**src/rtl/rti_pkg.sv**
```systemverilog
`timescale 1ns/1ps
package rti_pkg;
  localparam int unsigned DATA_W  = 8;
  localparam int unsigned RATE_W  = 2;
  localparam int unsigned NUM_RATES = 1 << RATE_W;
  localparam int unsigned EN_BIT  = 6;  // enable in mask reg, flag in flag reg

  localparam logic [1:0] ADDR_MASK = 2'd0;
  localparam logic [1:0] ADDR_FLAG = 2'd1;
  localparam logic [1:0] ADDR_CTRL = 2'd2;

  localparam logic [DATA_W-1:0] MASK_IMPL = 8'hF3;
  localparam logic [DATA_W-1:0] CTRL_IMPL = 8'hF3;

  // timeout period in clocks for a rate code
  function automatic logic [31:0] rti_period(input int unsigned base_exp,
                                             input int unsigned code);
    return 32'd1 << (base_exp + code);
  endfunction
endpackage

```
**src/rtl/rti_divider.sv**
```systemverilog
`timescale 1ns/1ps
module rti_divider #(
  parameter int unsigned BASE_EXP = 13
) (
  input  logic                       clk,
  input  logic                       rst_n,
  input  logic [rti_pkg::RATE_W-1:0] rate,
  output logic                       tick
);
  import rti_pkg::*;
  localparam int unsigned CNT_W = BASE_EXP + NUM_RATES - 1;

  logic [CNT_W-1:0]     cnt_q;
  logic [NUM_RATES-1:0] tap_hit;

  always_ff @(posedge clk or negedge rst_n) begin
    if (!rst_n) cnt_q <= '0;
    else        cnt_q <= cnt_q + 1'b1;
  end

  // one comparator per selectable tap
  for (genvar i = 0; i < NUM_RATES; i++) begin : g_tap
    assign tap_hit[i] = &cnt_q[BASE_EXP+i-1:0];
  end

  assign tick = tap_hit[rate];

  // checker: clocks since reset, saturating
  logic [31:0] since_q;
  always_ff @(posedge clk or negedge rst_n) begin
    if (!rst_n)             since_q <= '0;
    else if (since_q != '1) since_q <= since_q + 32'd1;
  end

  AST_FIRST_FULL_PERIOD: assert property (@(posedge clk) disable iff (!rst_n)
    tick |-> since_q >= (rti_period(BASE_EXP, 32'(rate)) - 32'd1));
endmodule

```
**src/rtl/rti_flag.sv**
```systemverilog
`timescale 1ns/1ps
module rti_flag (
  input  logic clk,
  input  logic rst_n,
  input  logic tick,
  input  logic clr_req,
  output logic flag
);
  always_ff @(posedge clk or negedge rst_n) begin
    if (!rst_n)       flag <= 1'b0;
    else if (tick)    flag <= 1'b1;
    else if (clr_req) flag <= 1'b0;
  end

  AST_TICK_SETS: assert property (@(posedge clk) disable iff (!rst_n)
    tick |=> flag);
  AST_CLEAR_WORKS: assert property (@(posedge clk) disable iff (!rst_n)
    (clr_req && !tick) |=> !flag);
  AST_RISE_ON_TICK: assert property (@(posedge clk) disable iff (!rst_n)
    $rose(flag) |-> $past(tick));
  AST_FLAG_HOLD: assert property (@(posedge clk) disable iff (!rst_n)
    (!tick && !clr_req) |=> $stable(flag));
endmodule

```
**src/rtl/rti_regs.sv**
```systemverilog
`timescale 1ns/1ps
module rti_regs (
  input  logic                       clk,
  input  logic                       rst_n,
  input  logic [1:0]                 addr,
  input  logic                       wr_en,
  input  logic [rti_pkg::DATA_W-1:0] wr_data,
  input  logic                       flag,
  output logic [rti_pkg::DATA_W-1:0] rd_data,
  output logic                       rti_en,
  output logic [rti_pkg::RATE_W-1:0] rate,
  output logic                       clr_req
);
  import rti_pkg::*;

  logic [DATA_W-1:0] mask_q;
  logic [DATA_W-1:0] ctrl_q;
  logic              wr_mask, wr_ctrl;

  assign wr_mask = wr_en && (addr == ADDR_MASK);
  assign wr_ctrl = wr_en && (addr == ADDR_CTRL);
  assign clr_req = wr_en && (addr == ADDR_FLAG) && wr_data[EN_BIT];

  always_ff @(posedge clk or negedge rst_n) begin
    if (!rst_n) begin
      mask_q <= '0;
      ctrl_q <= '0;
    end else begin
      if (wr_mask) mask_q <= wr_data & MASK_IMPL;
      if (wr_ctrl) ctrl_q <= wr_data & CTRL_IMPL;
    end
  end

  assign rti_en = mask_q[EN_BIT];
  assign rate   = ctrl_q[RATE_W-1:0];

  always_comb begin
    unique case (addr)
      ADDR_MASK: rd_data = mask_q;
      ADDR_FLAG: rd_data = DATA_W'(flag) << EN_BIT;
      ADDR_CTRL: rd_data = ctrl_q;
      default:   rd_data = '0;
    endcase
  end

  AST_RATE_HOLD: assert property (@(posedge clk) disable iff (!rst_n)
    !wr_ctrl |=> $stable(rate));
endmodule

```
**src/rtl/rti_timer.sv**
```systemverilog
`timescale 1ns/1ps
module rti_timer #(
  parameter int unsigned BASE_EXP = 13
) (
  input  logic       clk,
  input  logic       rst_n,
  input  logic [1:0] addr,
  input  logic       wr_en,
  input  logic [7:0] wr_data,
  output logic [7:0] rd_data,
  output logic       irq
);
  import rti_pkg::*;

  logic              tick;
  logic              flag;
  logic              clr_req;
  logic              rti_en;
  logic [RATE_W-1:0] rate;

  rti_divider #(.BASE_EXP(BASE_EXP)) u_div (
    .clk(clk), .rst_n(rst_n), .rate(rate), .tick(tick));

  rti_flag u_flag (
    .clk(clk), .rst_n(rst_n), .tick(tick), .clr_req(clr_req), .flag(flag));

  rti_regs u_regs (
    .clk(clk), .rst_n(rst_n), .addr(addr), .wr_en(wr_en), .wr_data(wr_data),
    .flag(flag), .rd_data(rd_data), .rti_en(rti_en), .rate(rate),
    .clr_req(clr_req));

  assign irq = flag & rti_en;

  AST_IRQ_HOLD: assert property (@(posedge clk) disable iff (!rst_n)
    (irq && !(wr_en && (addr == ADDR_MASK || addr == ADDR_FLAG))) |=> irq);
  AST_IRQ_NEEDS_TICK: assert property (@(posedge clk) disable iff (!rst_n)
    ($rose(irq) && $stable(rti_en)) |-> $past(tick));
endmodule

```
**config.mk**
```make
export PLATFORM = sky130hd
export DESIGN_NAME = rti_timer
export DESIGN_NICKNAME = d
export VERILOG_FILES = /design/src/rtl/rti_pkg.sv /design/src/rtl/rti_divider.sv /design/src/rtl/rti_flag.sv /design/src/rtl/rti_regs.sv /design/src/rtl/rti_timer.sv
export SDC_FILE = /design/constraint.sdc
export NUM_CORES = 1
export LEC_CHECK = 0
export ABC_AREA = 1
export BUFFER_PORTS_ARGS = -buffer_cell sky130_fd_sc_hd__buf_2
export CAP_MARGIN = 20
export CORE_UTILIZATION = 40
export DETAILED_ROUTE_END_ITERATION = 10
export GPL_ROUTABILITY_DRIVEN = 0
export PLACE_DENSITY = 0.69
export REMOVE_ABC_BUFFERS = 1
export SYNTH_ARGS = -nofsm -noshare
export SYNTH_HDL_FRONTEND = slang
export SYNTH_SLANG_ARGS = --single-unit
export TNS_END_PERCENT = 50
```
**constraint.sdc**
```tcl
create_clock -name clk -period 1.85 [get_ports clk]
set_input_delay 0.2775 -clock clk [delete_from_list [all_inputs] [get_ports clk]]
set_output_delay 0.2775 -clock clk [all_outputs]
set_load 0.03 [all_outputs]
```
==> run_results.csv, run 1 <==
group,metric,value,unit
global_route,grt.overflow.total,0,
yosys,ys.flop_type,"dfrtp_1",
run,drv_cap,0,
floorplan,core,0.003390,mm^2
place,port-buffer-count,17,
floorplan,die_y,61.93,um
clock_tree,cts_tree,"yes",
critical_path,path_max_fanout,2,
clock_tree,max-clock-path-buffers,2,
yosys,syn_inst,160,
yosys,ys_ff_latch,29,
yosys,yosysSeqAreaShare,50.52,%
power_and_ir_drop,peakVddDrop,0.4550,mV
clock_tree,post_cts_resized,0,
critical_path,cp_data_required_time,1570,ps
yosys,async_flop_share,100.0,%
floorplan,start_util,42.38,%
sta,skew,12.14,ps
final_layout,utilization,48.50,%
routing,drc,0,
critical_path,end_kind,"output port",
floorplan,io_pins,22,
final_layout,final_nets,196,
sta,rsz0062_at_grt,"false",
critical_path,cpPeakStageDelay,400,ps
clock_tree,path_clk_slew,90,ps
global_route,antenna_found_initial,0,
sta,timing.slew.headroom,58.49,%
clock_tree,numCtsBuffers,5,
final_layout,n_fill_cell,336,
final_layout,fin_cells,229,
min_path,hold_path.class,"input port to flop",
global_route,grt_start_max_net_pins,30,
floorplan,die_x,61.93,um
final_layout,diodes,0,
routing,firstDrtPassIters,4,
critical_path,cpMaxStageDelayCell,"dfrtp_1",
final_layout,syn_to_final_growth,14.46,%
clock_tree,cts.sinks,29,
clock_tree,cts_hold_buf,1,
floorplan,rows,21,
routing,wl_per_cell,10.70,um
power_and_ir_drop,p_total,1.407,mW
critical_path,cp.arrival,1130,ps
global_route,grt_pass1_wl,4.209,mm
global_route,grt_pass1_vias,1010,
sta,setup_violations,0,
critical_path,cp_top_family,"flip-flops",
final_layout,drive_above_1_share,21.86,%
floorplan,die-area,0.003835,mm^2
run_status,status,"finished clean",
yosys,synth_edf_count,0,
yosys,syn-cell-area,0.001436,mm^2
sta,hold_ws,208.0,ps
place,placedCellCount,220,
clock_tree,cts_setup_buffers,0,
routing,ant_nets,0,
yosys,ys_types,23,
routing,routed_via_density,4.598,
clock_tree,cts.htree.levels,2,
place,hpwl,1.801,mm
yosys,avgSynthCellArea,8.977,um^2
critical_path,path_buf_inv,1,
power_and_ir_drop,power_density,855.6,mW/mm^2
sta,fin_crit_sh,75.91,%
clock_tree,insertion_delay,320,ps
yosys,synth_warnings,0,
sta,fmax,0.7121,GHz
critical_path,worstPathCellList,"a22o_1, buf_2",
power_and_ir_drop,p_leak,0.8083,nW
routing,vias,1053,
critical_path,critPathLaunchType,"flop",
global_route,grtUsageTotal,15.87,%
routing,routed_wirelength,2.451,mm
critical_path,criticalPathCategory,"flop to output port",
clock_tree,clockRootBuffer,"clkbuf_4",
sta,timing.setup.tns,0,ps
sta,fin_crit,1404,ps
sta,tightest_slew,622.7,ps
routing,drtIter0Drc,41,
sta,slew_violations,0,
sta,hold_viol,0,
## report_power, final
group	switching, mW	internal (mW)
Combinational	0.109	0.0613
Sequential	0.0265	0.676
Clock	0.211	0.323
## layer usage
layer | GRT usage, % | vias up | wire [um]
met1 | 17.59 | 472 | 1162
met3 | 4.348 | 8 | 97
met4 | 9.524 | 0 | 63
met5 | 0 | - | 0
met2 | 27.19 | 22 | 1128
li1 | - | 551 | -
## registers in the layout, indices dropped and copies added, names as in the netlist
signal / count
u_regs.mask_q: 6
u_flag.flag: 1
u_div.cnt_q: 16
u_regs.ctrl_q: 6
## layout make-up
type | count | area [um^2] | share of cell area [%]
flip-flops and latches | 29 | 725.7 | 44.14
multi-input cells | 110 | 613.1 | 37.29
repair buffers | 18 | 95.09 | 5.784
inverters | 18 | 67.56 | 4.110
well taps | 46 | 57.56 | 3.501
clock buffers | 7 | 55.05 | 3.349
clock inverters | 1 | 30.03 | 1.826
## cell families (layout without fill, tap and decap cells)
logic type,Yosys count,count (layout),share of synthesized area [%]
simple gates,76,76,24.22
compound gates,21,21,10.97
fa+ha+maj,1,1,0.8709
flops,29,29,50.52
buf+inv,22,44,7.055
xor+xnor,10,10,6.098
other cells,1,2,0.2611
## per-stage QoR
stage / cell area [um^2] / setup WS (ps)
final: 1644 / 445.8
after global routing: 1644 / 380.5
after CTS: 1644 / 421.5
after detailed placement: 1549 / 575.0
after global placement: 1549 / 584.5
after floorplan: 1406 / 727.3
## worst register-to-register path: cells and delay by family, from the launching register on
family / cells / cell delay, ps
AND/OR/NAND/NOR: 3 / 390
flip-flops: 1 / 390
adder cells (fa/ha/maj): 1 / 240
XOR/XNOR: 1 / 130
## cell usage after synthesis, types with 2 or more instances
cell,instances,area (um^2)
dfrtp_1,29,725.7
xor2_1,7,61.31
nand4_1,2,12.51
xnor2_1,3,26.28
buf_4,3,22.52
o21ai_1,3,15.01
a22o_1,5,43.79
nor2_1,14,52.55
nand3_1,10,50.05
inv_1,17,63.81
o21ai_2,9,78.83
o21ai_0,3,15.01
nand2_1,43,161.4
nor2_4,3,33.78
## path summary, 6_finish.rpt
path,start,end,slack [ps],cells past startpoint
setup reg to reg,u_div.cnt_q[1],u_div.cnt_q[10],590,5
max in group asynchronous,rst_n,u_div.cnt_q[10],920,2
hold / removal,wr_data[1],u_regs.ctrl_q[1],210,3
min in group asynchronous,rst_n,u_regs.mask_q[5],510,2
hold reg to reg,u_div.cnt_q[0],u_div.cnt_q[0],480,1
setup / recovery,u_regs.mask_q[1],rd_data[1],450,2
## cells in the final DEF (no fill, tap or decap)
| cell | netlist | layout |
|---|---|---|
| dlygate4sd3_1 | 0 | 1 |
| a22o_1 | 5 | 5 |
| o21ai_0 | 3 | 3 |
| conb_1 | 1 | 2 |
| o21ai_2 | 9 | 9 |
| nand2_1 | 43 | 43 |
| clkbuf_4 | 0 | 5 |
| a21oi_1 | 1 | 1 |
| and2_1 | 1 | 1 |
| ha_1 | 1 | 1 |
| o21ai_1 | 3 | 3 |
| dfrtp_1 | 29 | 29 |
| nor2_4 | 3 | 3 |
| xnor2_1 | 3 | 3 |
| clkbuf_8 | 0 | 1 |
| nand3_2 | 1 | 1 |
| nand3_1 | 10 | 10 |
| inv_2 | 1 | 1 |
| inv_1 | 17 | 17 |
| clkbuf_1 | 0 | 1 |
| nand4_1 | 2 | 2 |
| nor2_1 | 14 | 14 |
| nor3_2 | 1 | 1 |
| nand2_4 | 1 | 1 |
| buf_2 | 0 | 17 |
| xor2_1 | 7 | 7 |
| bufinv_16 | 0 | 1 |
Power figures use the tool's default switching activity.
==> inputs of run 2 (changes only) <==
clock period = 1.3 ns   (was 1.85 ns; I/O delays follow)
==> run_results.csv, run 2 (synthesized netlist as in run 1, its figures left out) <==
group,metric,value,unit
final_layout,final_area,0.001739,mm^2
routing,firstDrtPassIters,3,
power_and_ir_drop,p_clk_share,29.6,%
sta,setup_ws,9.935,ps
routing,ant_nets,0,
power_and_ir_drop,p_int,1.356,mW
critical_path,path_buf_inv,1,
run_status,status,"finished clean",
power_and_ir_drop,combPwrFrac,16.7,%
sta,fin_crit,1290,ps
final_layout,largest_reg_flops,16,
power_and_ir_drop,peakVddDrop,0.4850,mV
routing,drtIter0Drc,41,
critical_path,cp_data_required_time,1110,ps
sta,fmax,0.7752,GHz
routing,routed_via_density,4.647,
clock_tree,max-clock-path-buffers,2,
floorplan,die_y,61.93,um
run,drv_cap,0,
final_layout,syn_to_final_growth,21.08,%
critical_path,cpMaxStageDelayCell,"dfrtp_1",
routing,vias,1092,
sta,rsz0062_at_grt,"true",
power_and_ir_drop,p_leak,0.8441,nW
power_and_ir_drop,pwr-share-seq,53.7,%
sta,slew_violations,0,
floorplan,core,0.003390,mm^2
sta,hold_viol,0,
final_layout,top_regs,"u_div.cnt_q (16), u_regs.ctrl_q (6), u_regs.mask_q (6)",
global_route,grt.overflow.total,0,
global_route,antenna_found_initial,0,
routing,routed_wirelength,2.646,mm
routing,drc,0,
power_and_ir_drop,p_sw_share,27.03,%
routing,wl_per_cell,11.26,um
final_layout,regMostFlops,"u_div.cnt_q",
sta,skew,6.024,ps
final_layout,mostFrequentLayoutCells,"43 x nand2_1, 29 x dfrtp_1, 17 x inv_1",
clock_tree,insertion_delay,320,ps
critical_path,cp.arrival,1100,ps
clock_tree,cts.sinks,29,
critical_path,critPathLaunchType,"flop",
global_route,grt_pass1_wl,4.519,mm
global_route,grt_pass1_vias,1088,
floorplan,rows,21,
clock_tree,numCtsBuffers,5,
floorplan,start_util,42.38,%
floorplan,die_x,61.93,um
power_and_ir_drop,p_total,1.858,mW
final_layout,diodes,0,
sta,setup_violations,0,
final_layout,layout.cells.most_common,"nand2_1",
place,post_dp_cell_area,0.001584,mm^2
clock_tree,clockRootBuffer,"clkbuf_4",
critical_path,path_max_fanout,2,
place,port-buffer-count,17,
final_layout,drive_above_1_share,26.46,%
critical_path,cp_top_family,"flip-flops",
clock_tree,cts.htree.levels,2,
power_and_ir_drop,power_density,1068,mW/mm^2
min_path,min_from,"wr_data[1]",
min_path,hold_path.class,"input port to flop",
clock_tree,path_clk_slew,90,ps
critical_path,end_kind,"output port",
critical_path,worstPathCellList,"a22o_1, buf_6",
power_and_ir_drop,power_switching,0.5023,mW
place,dpl_worst_slack,63.79,ps
floorplan,io_pins,22,
final_layout,utilization,51.31,%
sta,fin_crit_sh,99.24,%
critical_path,cpPeakStageDelay,390,ps
clock_tree,cts_tree,"yes",
final_layout,final_nets,203,
place,hpwl,1.862,mm
global_route,grt_start_max_net_pins,17,
critical_path,critPathLaunch,"u_regs.mask_q[7]",
floorplan,die-area,0.003835,mm^2
global_route,grtUsageTotal,17.11,%
critical_path,r2r_start,"u_div.cnt_q[1]",
critical_path,criticalPathCategory,"flop to output port",
## run 2: stage by stage
step | TNS (ps) | hold WS [ps] | instances
3_3_place_gp | 0 | 136.8 | 223
6_report | 0 | 125.9 | 235
3_5_place_dp | 0 | 141.5 | 223
2_1_floorplan | 0 | -100.6 | 157
5_1_grt | -168.1 | 116.9 | 235
4_1_cts | 0 | 116.0 | 233
## run 2: worst reg2reg max path: stages (launching register included)
cell	delay, ps
dfrtp_1	380
ha_2	240
nand3_4	110
nor2_4	140
nand2_1	80
xnor2_1	130
## run 2: cell type report
type | count | area [um^2]
Clock buffer | 7 | 55.05
Multi-Input combinational cell | 110 | 635.6
Inverter | 18 | 67.56
Tap cell | 46 | 57.56
Fill cell | 317 | 1650
Timing Repair Buffer | 25 | 197.7
Sequential cell | 29 | 725.7
## run 2: final timing paths
path	end	slack, ps	cells after the start
min in group asynchronous	u_div.cnt_q[8]	320	2
min	u_regs.ctrl_q[1]	130	3
max reg2reg	u_div.cnt_q[10]	110	5
max in group asynchronous	u_div.cnt_q[9]	570	3
max	rd_data[7]	10	2
min reg2reg	u_div.cnt_q[0]	480	1
## run 2: repair_timing
item / CTS / global route
hold buffers: 1 / 0
hold endpoints to repair: 15 / 0
buffers inserted: 2 / 2
pin swaps: 2 / 7
setup endpoints to repair: 5 / 9
gates resized for setup: 10 / 8
## run 2: routing by layer
layer / global-route usage [%] / routed length [um] / up-vias
li1: - / - / 563
met1: 18.44 / 1263 / 503
met2: 29.19 / 1207 / 21
met3: 8.075 / 121 / 5
met4: 6.667 / 53 / 0
met5: 0 / 0 / -
## run 2: power groups by stage
stage          clock (mW)  sequential (mW)  combinational, mW
3_3_place_gp            0             1.02              0.251
5_1_grt             0.626             1.00              0.346
2_1_floorplan           0             1.01              0.171
6_report            0.549            0.999              0.310
3_5_place_dp            0             1.02              0.256
4_1_cts             0.572            0.997              0.299
